### config.mk
export PLATFORM = sky130hd
export DESIGN_NAME = pgsel_top
export DESIGN_NICKNAME = d
export VERILOG_FILES = /design/src/rtl/pgsel_pkg.sv /design/src/rtl/pgsel_slot_reg.sv /design/src/rtl/pgsel_win_dec.sv /design/src/rtl/pgsel_kbd_port.sv /design/src/rtl/pgsel_top.sv
export SDC_FILE = /design/constraint.sdc
export NUM_CORES = 1
export LEC_CHECK = 0
export ABC_CLOCK_PERIOD_IN_PS = 1700
export CAP_MARGIN = 20
export CELL_PAD_IN_SITES_DETAIL_PLACEMENT = 1
export CELL_PAD_IN_SITES_GLOBAL_PLACEMENT = 2
export CORE_UTILIZATION = 10
export CTS_CLUSTER_DIAMETER = 80
export DETAILED_ROUTE_END_ITERATION = 12
export GPL_TIMING_DRIVEN = 0
export PLACE_DENSITY = 0.84
export SLEW_MARGIN = 20
export SYNTH_ARGS = -nofsm -noshare
export SYNTH_HDL_FRONTEND = slang
export SYNTH_SLANG_ARGS = --single-unit
### constraint.sdc
create_clock -name clk -period 1.7 [get_ports clk]
set_input_delay 0.34 -clock clk [delete_from_list [all_inputs] [get_ports clk]]
set_output_delay 0.34 -clock clk [all_outputs]
set_load 0.005 [all_outputs]
### src/rtl/pgsel_pkg.sv
// Package: shared types and constants for the paged slot selector.
// Assumes a 4-bit slot number whose bit 3 is the enable flag.
package pgsel_pkg;

    localparam int SLOT_W = 4;
    localparam int EN_BIT = SLOT_W - 1;
    localparam logic [SLOT_W-1:0] SLOT_RESET = 4'd10;

    typedef enum logic [1:0] {
        SC_EXT  = 2'd0,
        SC_KBD  = 2'd1,
        SC_LANG = 2'd2,
        SC_PARK = 2'd3
    } slot_class_e;

    // Map a slot number to its class: 0-7 ext, 8-9 kbd, 10-11 lang, 12-15 park
    function automatic slot_class_e classify(input logic [SLOT_W-1:0] s);
        if (!s[EN_BIT])
            return SC_EXT;
        case (s[2:1])
            2'b00:   return SC_KBD;
            2'b01:   return SC_LANG;
            default: return SC_PARK;
        endcase
    endfunction

endpackage

### src/rtl/pgsel_slot_reg.sv
// Module: paging slot register.
// Holds the selected slot and applies the two-step rule: a request with the
// enable bit clear is only taken while the slot is external or parked.
// Assumes writes are single-cycle strobes; reset is synchronous, active low.
module pgsel_slot_reg
    import pgsel_pkg::*;
(
    input  logic              clk,
    input  logic              rst_n,
    input  logic              wr_en,
    input  logic [SLOT_W-1:0] wr_slot,
    output logic [SLOT_W-1:0] slot_q,
    output slot_class_e       slot_cls
);

    logic        low_ok;
    logic        take;
    slot_class_e cur_cls;

    // Classify the slot currently held
    always_comb cur_cls = classify(slot_q);

    // Decide whether this write is accepted
    always_comb begin
        low_ok = (cur_cls == SC_EXT) || (cur_cls == SC_PARK);
        take   = wr_en && (wr_slot[EN_BIT] || low_ok);
    end

    // Load the slot on an accepted write
    always_ff @(posedge clk) begin
        if (!rst_n)
            slot_q <= SLOT_RESET;
        else if (take)
            slot_q <= wr_slot[EN_BIT] ? wr_slot : {1'b0, wr_slot[EN_BIT-1:0]};
    end

    assign slot_cls = cur_cls;


    hi_write_loads_chk: assert property (@(posedge clk) disable iff (!rst_n)
        (wr_en && wr_slot[EN_BIT]) |=> (slot_q == $past(wr_slot)));


    low_req_blocked_chk: assert property (@(posedge clk) disable iff (!rst_n)
        (wr_en && !wr_slot[EN_BIT] && slot_q[EN_BIT] && !slot_q[2]) |=> $stable(slot_q));


    low_req_taken_chk: assert property (@(posedge clk) disable iff (!rst_n)
        (wr_en && !wr_slot[EN_BIT] && (!slot_q[EN_BIT] || slot_q[2]))
            |=> (slot_q[EN_BIT] == 1'b0));

endmodule

### src/rtl/pgsel_win_dec.sv
// Module: paged window decoder.
// Turns the slot class and the top two address bits into one select.
// Assumes the window is the quarter of the address space with top bits 2'b10.
module pgsel_win_dec
    import pgsel_pkg::*;
(
    input  logic              clk,
    input  logic              rst_n,
    input  logic              rd_en,
    input  logic [1:0]        win_bits,
    input  logic [SLOT_W-1:0] slot_q,
    input  slot_class_e       slot_cls,
    output logic              lang_cs,
    output logic              ext_cs,
    output logic [2:0]        ext_sel,
    output logic              kb_sel
);

    logic in_win;

    // Detect a read inside the paged window
    always_comb in_win = rd_en && (win_bits == 2'b10);

    // Drive exactly one select for the current slot class
    always_comb begin
        lang_cs = in_win && (slot_cls == SC_LANG);
        ext_cs  = in_win && (slot_cls == SC_EXT);
        kb_sel  = in_win && (slot_cls == SC_KBD);
    end

    // Present the external ROM number only for external slots
    always_comb ext_sel = (slot_cls == SC_EXT) ? slot_q[2:0] : 3'd0;


    one_select_chk: assert property (@(posedge clk) disable iff (!rst_n)
        $onehot0({lang_cs, ext_cs, kb_sel}));


    park_quiet_chk: assert property (@(posedge clk) disable iff (!rst_n)
        (slot_q[EN_BIT] && slot_q[2]) |-> !(lang_cs || ext_cs || kb_sel) && (ext_sel == 3'd0));


    outside_quiet_chk: assert property (@(posedge clk) disable iff (!rst_n)
        !(rd_en && win_bits == 2'b10) |-> !(lang_cs || ext_cs || kb_sel));

endmodule

### src/rtl/pgsel_kbd_port.sv
// Module: keyboard port.
// Strobes each column whose address line is low and returns the row lines
// on the low data bits. Assumes kb_sel is only high during a window read.
module pgsel_kbd_port #(
    parameter int COLS   = 14,
    parameter int ROWS   = 4,
    parameter int DATA_W = 8
) (
    input  logic              clk,
    input  logic              rst_n,
    input  logic              kb_sel,
    input  logic [COLS-1:0]   col_addr,
    input  logic [ROWS-1:0]   row_in,
    output logic [COLS-1:0]   col_drv,
    output logic [DATA_W-1:0] rd_data
);

    localparam int PAD_W = DATA_W - ROWS;

    // One strobe per column, active while its address line is low
    for (genvar c = 0; c < COLS; c++) begin : g_col
        assign col_drv[c] = kb_sel & ~col_addr[c];
    end

    // Return the row lines with the upper bits held at zero
    always_comb rd_data = kb_sel ? {{PAD_W{1'b0}}, row_in} : '0;


    kbd_idle_chk: assert property (@(posedge clk) disable iff (!rst_n)
        !kb_sel |-> (col_drv == '0) && (rd_data == '0));


    kbd_upper_zero_chk: assert property (@(posedge clk) disable iff (!rst_n)
        kb_sel |-> (rd_data[DATA_W-1:ROWS] == '0) && (rd_data[ROWS-1:0] == row_in));

endmodule

### src/rtl/pgsel_top.sv
// Module: paged ROM and keyboard select top.
// Joins the slot register, the window decoder and the keyboard port.
// Assumes the paged window is 0x8000-0xBFFF and the slot request is in the
// low nibble of the paging write; upper write bits belong to other logic.
module pgsel_top #(
    parameter int ADDR_W  = 16,
    parameter int DATA_W  = 8,
    parameter int KB_COLS = 14,
    parameter int KB_ROWS = 4
) (
    input  logic               clk,
    input  logic               rst_n,
    input  logic               pg_wr,
    input  logic [DATA_W-1:0]  pg_wdata,
    input  logic               rd_en,
    input  logic [ADDR_W-1:0]  cpu_addr,
    input  logic [KB_ROWS-1:0] kb_row_in,
    output logic               lang_cs,
    output logic               ext_cs,
    output logic [2:0]         ext_sel,
    output logic [KB_COLS-1:0] kb_col,
    output logic [DATA_W-1:0]  kb_rd_data
);
    import pgsel_pkg::*;

    logic [SLOT_W-1:0] slot_q;
    slot_class_e       slot_cls;
    logic              kb_sel;
    logic              unused_wdata_hi;

    // Upper write bits serve other registers at this address
    assign unused_wdata_hi = ^pg_wdata[DATA_W-1:SLOT_W];

    pgsel_slot_reg u_reg (
        .clk      (clk),
        .rst_n    (rst_n),
        .wr_en    (pg_wr),
        .wr_slot  (pg_wdata[SLOT_W-1:0]),
        .slot_q   (slot_q),
        .slot_cls (slot_cls)
    );

    pgsel_win_dec u_dec (
        .clk      (clk),
        .rst_n    (rst_n),
        .rd_en    (rd_en),
        .win_bits (cpu_addr[ADDR_W-1:ADDR_W-2]),
        .slot_q   (slot_q),
        .slot_cls (slot_cls),
        .lang_cs  (lang_cs),
        .ext_cs   (ext_cs),
        .ext_sel  (ext_sel),
        .kb_sel   (kb_sel)
    );

    pgsel_kbd_port #(
        .COLS   (KB_COLS),
        .ROWS   (KB_ROWS),
        .DATA_W (DATA_W)
    ) u_kbd (
        .clk      (clk),
        .rst_n    (rst_n),
        .kb_sel   (kb_sel),
        .col_addr (cpu_addr[KB_COLS-1:0]),
        .row_in   (kb_row_in),
        .col_drv  (kb_col),
        .rd_data  (kb_rd_data)
    );


    kbd_col_map_chk: assert property (@(posedge clk) disable iff (!rst_n)
        kb_sel |-> (kb_col == ~cpu_addr[KB_COLS-1:0]));


    reset_lang_chk: assert property (@(posedge clk)
        !rst_n |=> (slot_q == SLOT_RESET));

endmodule

==> results of run 1 <==
==> through the flow <==
stage	util	area (um^2)	setup WS [ns]	TNS [ns]
finish	0.292	1200	-0.238	-2.83
global route	0.292	1200	-0.334	-4.79
CTS	0.285	1170	-0.223	-4.02
detailed placement	0.247	1020	-0.550	-9.73
floorplan	-	453	0.128	0
global placement	0.247	1020	-0.498	-8.73
==> cells in the mapped netlist (all sizes together) <==
cell type | n | area share
a221o | 1 | 0.023
mux2i | 1 | 0.023
and2 | 3 | 0.042
o2111ai | 1 | 0.020
buf | 5 | 0.093
inv | 8 | 0.068
nor2b | 1 | 0.014
a21boi | 1 | 0.017
nand4b | 1 | 0.054
o21ai | 2 | 0.023
dfxtp | 4 | 0.18
and3 | 2 | 0.034
o31ai | 1 | 0.017
conb | 1 | 0.0085
nand2 | 3 | 0.025
o211ai | 2 | 0.034
ha | 3 | 0.085
nor2 | 18 | 0.22
o21a | 1 | 0.017
==> metal layers <==
layer / routed length (um) / vias up
li1: - / 321
met1: 786 / 293
met2: 907 / 57
met3: 480 / 2
met4: 17 / 0
met5: 0 / -
==> cell usage in the layout, fill, tap and decap left out <==
master	synthesis	layout
nand2_1	3	3
dfxtp_1	4	1
nor2_4	1	11
dfxtp_2	0	1
ha_4	0	1
buf_2	0	16
ha_2	0	2
clkbuf_8	0	3
buf_6	1	9
and2_4	0	1
inv_1	8	7
o2111ai_1	1	1
a221o_1	1	1
and2_1	3	2
and3_2	2	2
o211ai_1	2	2
buf_4	4	12
a21boi_2	0	1
nor2b_1	1	1
clkdlybuf4s50_1	0	26
dfxtp_4	0	2
nand4b_4	1	1
o21ai_2	0	1
conb_1	1	4
o21a_1	1	1
clkbuf_2	0	3
dlygate4sd2_1	0	1
inv_4	0	1
o31ai_1	1	1
nor2_1	8	3
mux2i_1	1	1
buf_12	0	1
o21ai_4	0	1
nor2_2	9	4
==> worst register-to-register path, stage by stage, from the launching register on <==
cell      delay, ns
dfxtp_4        0.37
a21boi_2       0.16
ha_2           0.30
o21a_1         0.22
o31ai_1        0.19
==> kinds of logic after synthesis <==
group | synth area share
compound gates | 0.150
other cells | 0.00849
mux | 0.0227
flops | 0.181
simple gates | 0.391
fa+ha+maj | 0.0850
buf+inv | 0.161
==> how the worst max path moves through the flow <==
stage | to | from | depth (start not counted) | slack, ns
3_3_place_gp | kb_col[9] | cpu_addr[15] | 5 | -0.50
3_5_place_dp | kb_col[8] | u_reg.slot_q[1] | 6 | -0.55
2_1_floorplan | kb_col[0] | u_reg.slot_q[1] | 5 | 0.13
6_report | kb_col[4] | u_reg.slot_q[3] | 7 | -0.24
4_1_cts | kb_rd_data[3] | u_reg.slot_q[3] | 7 | -0.22
5_1_grt | kb_col[11] | u_reg.slot_q[2] | 8 | -0.33
==> timing repair <==
action | in CTS | in global routing
setup buffers | 13 | 1
resized for setup | 106 | 28
pin swaps | 7 | 5
endpoints found under the setup margin | 23 | 23
cloned | 1 | 0
==> power groups by stage <==
| stage | Combinational, mW | Clock, mW | Sequential, mW |
|---|---|---|---|
| global route | 0.320 | 0.217 | 0.127 |
| detailed placement | 0.210 | 0 | 0.118 |
| floorplan | 0.0909 | 0 | 0.114 |
| global placement | 0.202 | 0 | 0.117 |
| CTS | 0.275 | 0.214 | 0.122 |
| finish | 0.288 | 0.206 | 0.125 |
==> layout make-up <==
class	count	area [um^2]	area share
repair buffers	64	546	0.453
multi-input cells	45	403	0.335
flip-flops and latches	4	88.8	0.0738
well taps	50	62.6	0.0520
clock buffers	3	41.3	0.0343
inverters	8	32.5	0.0270
plain buffers	4	30.0	0.0249
==> run_results.csv, run 1 <==
group,metric,value,unit
global_routing,grt_pass1_wl,3030,um
setup_path,endpoint_kind,"output pin",
setup_path,slowest_delay,0.37,ns
routing,drc,0,
synth,netlist_instances,59,
setup_path,r2r_slack,0.37,ns
clock_tree,cts_tree,"yes",
setup_path,r2r_cells,4,
clock_tree,htreeDepth,1,
sta,setup_slack,-0.238,ns
sta,hold_ws,0.492,ns
placed_design,place_congestion,0.685,
placed_design,hpwl,1560,um
pwr,seqPwrFrac,0.202,
setup_path,crit_buf_inv,3,
cells_and_area,syn_to_final_growth,173,%
setup_path,crit_top_cell,"buf_6",
pwr,p_sw_frac,0.299,
global_routing,grt_antenna_before_repair,0,
sta,period_share,1.14,
routing,drt-initial-drc-count,7,
die,die_w,68.5,um
pwr,p_total,619,uW
clock_tree,hold_buffers,0,
sta,drv_slew,0,
global_routing,grt_usage,0.0879,
synth,syn_avg_cell_area,7.49,um^2
hold_path,hold_path.class,"reg2reg",
synth,ys_warn_count,0,
die,row_count,23,
job,cap_violations,0,
routing,antenna_left,0,
sta,rsz0062_at_grt,"true",
sta,fmax,516,MHz
routing,wl_per_cell,12.3,um
clock_tree,ctsLongestPathBuffers,2,
routing,wl,2190,um
clock_tree,clk_latency,0.22,ns
hold_path,hold_depth,2,
hold_path,min-delay-start,"u_reg.slot_q[0]",
setup_path,cp_data_arrival_time,1.60,ns
placed_design,portBuffers,50,
global_routing,overflow,0,
die,start_util,0.107,
setup_path,slowest_stage,"dfxtp_4",
global_routing,first_global_vias,659,
sta,finalSetupViolCount,20,
clock_tree,clk_pin_slew,0.03,ns
die,die_h,68.5,um
synth,synth_seq_area_share,0.181,
placed_design,placed_cells,162,
routing,post_drt_via_cell_ratio,3.78,
global_routing,grtUsageMet3,0.0500,
clock_tree,cts_buffers,3,
die,core_area,0.00412,mm^2
pwr,powerDensity,514,mW/mm^2
synth,synth_cell_types,22,
setup_path,crit_fanout,5,
setup_path,crit_chain,"a21boi_2 -> ha_2 -> nand4b_4 -> buf_6 -> buf_6 -> nor2_2 -> buf_2",
cells_and_area,finalNonFillerCells,178,
setup_path,reg2reg_from,"u_reg.slot_q[3]",
pwr,internal-power,434,uW
pwr,p_leak,0.575,nW
global_routing,grt_use_met1,0.0930,
outcome,outcome,"finished with violations",
routing,vias,673,
cells_and_area,largest_reg_flops,4,
cells_and_area,drive_above_1_share,0.570,
pwr,peakVddDrop,0.294,mV
pwr,power_frac_comb,0.466,
cells_and_area,top_regs,"u_reg.slot_q x4",
outcome,violations,"negative setup slack",
cells_and_area,layout.nets,165,
global_routing,met2_usage,0.145,
pwr,p_clk_frac,0.333,
clock_tree,clkSinkCount,4,
setup_path,cp-start-kind,"flop",
setup_path,crit_required,1.36,ns
sta,final_hold_viol_count,0,
clock_tree,root_buffer,"clkbuf_8",
sta,fin_skew,0.00282,ns
global_routing,grt_max_degree,6,
setup_path,path_delay_family,"buffers and inverters",
synth,syn_area,442,um^2
routing,dr.pass1.iters,2,
setup_path,r2r_end,"u_reg.slot_q[2]",
setup_path,crit_type,"reg2out",
die,die_area,0.00469,mm^2
cells_and_area,fillers,492,
pwr,p_sw,185,uW
global_routing,grt-busiest-layer,"met2",
cells_and_area,largest_register,"u_reg.slot_q",
hold_path,hold_end,"u_reg.slot_q[0]",
synth,ys_ff_latch,4,
die,ios,59,
cells_and_area,num_antenna_cells,0,
sta,min_period,1.94,ns
No activity file was read; power rests on OpenSTA's default activity.
==> run 2, diff against run 1 <==
Settings changed: TNS_END_PERCENT set to 100.
==> results of run 2 <==
Same layout as run 1: the final DEF is identical, and so are final timing and power.
==> run 3, diff against run 2 <==
Settings changed: ABC_CLOCK_PERIOD_IN_PS 1700 to not set.
==> results of run 3 <==
Same layout as run 1: the final DEF is identical, and so are final timing and power.
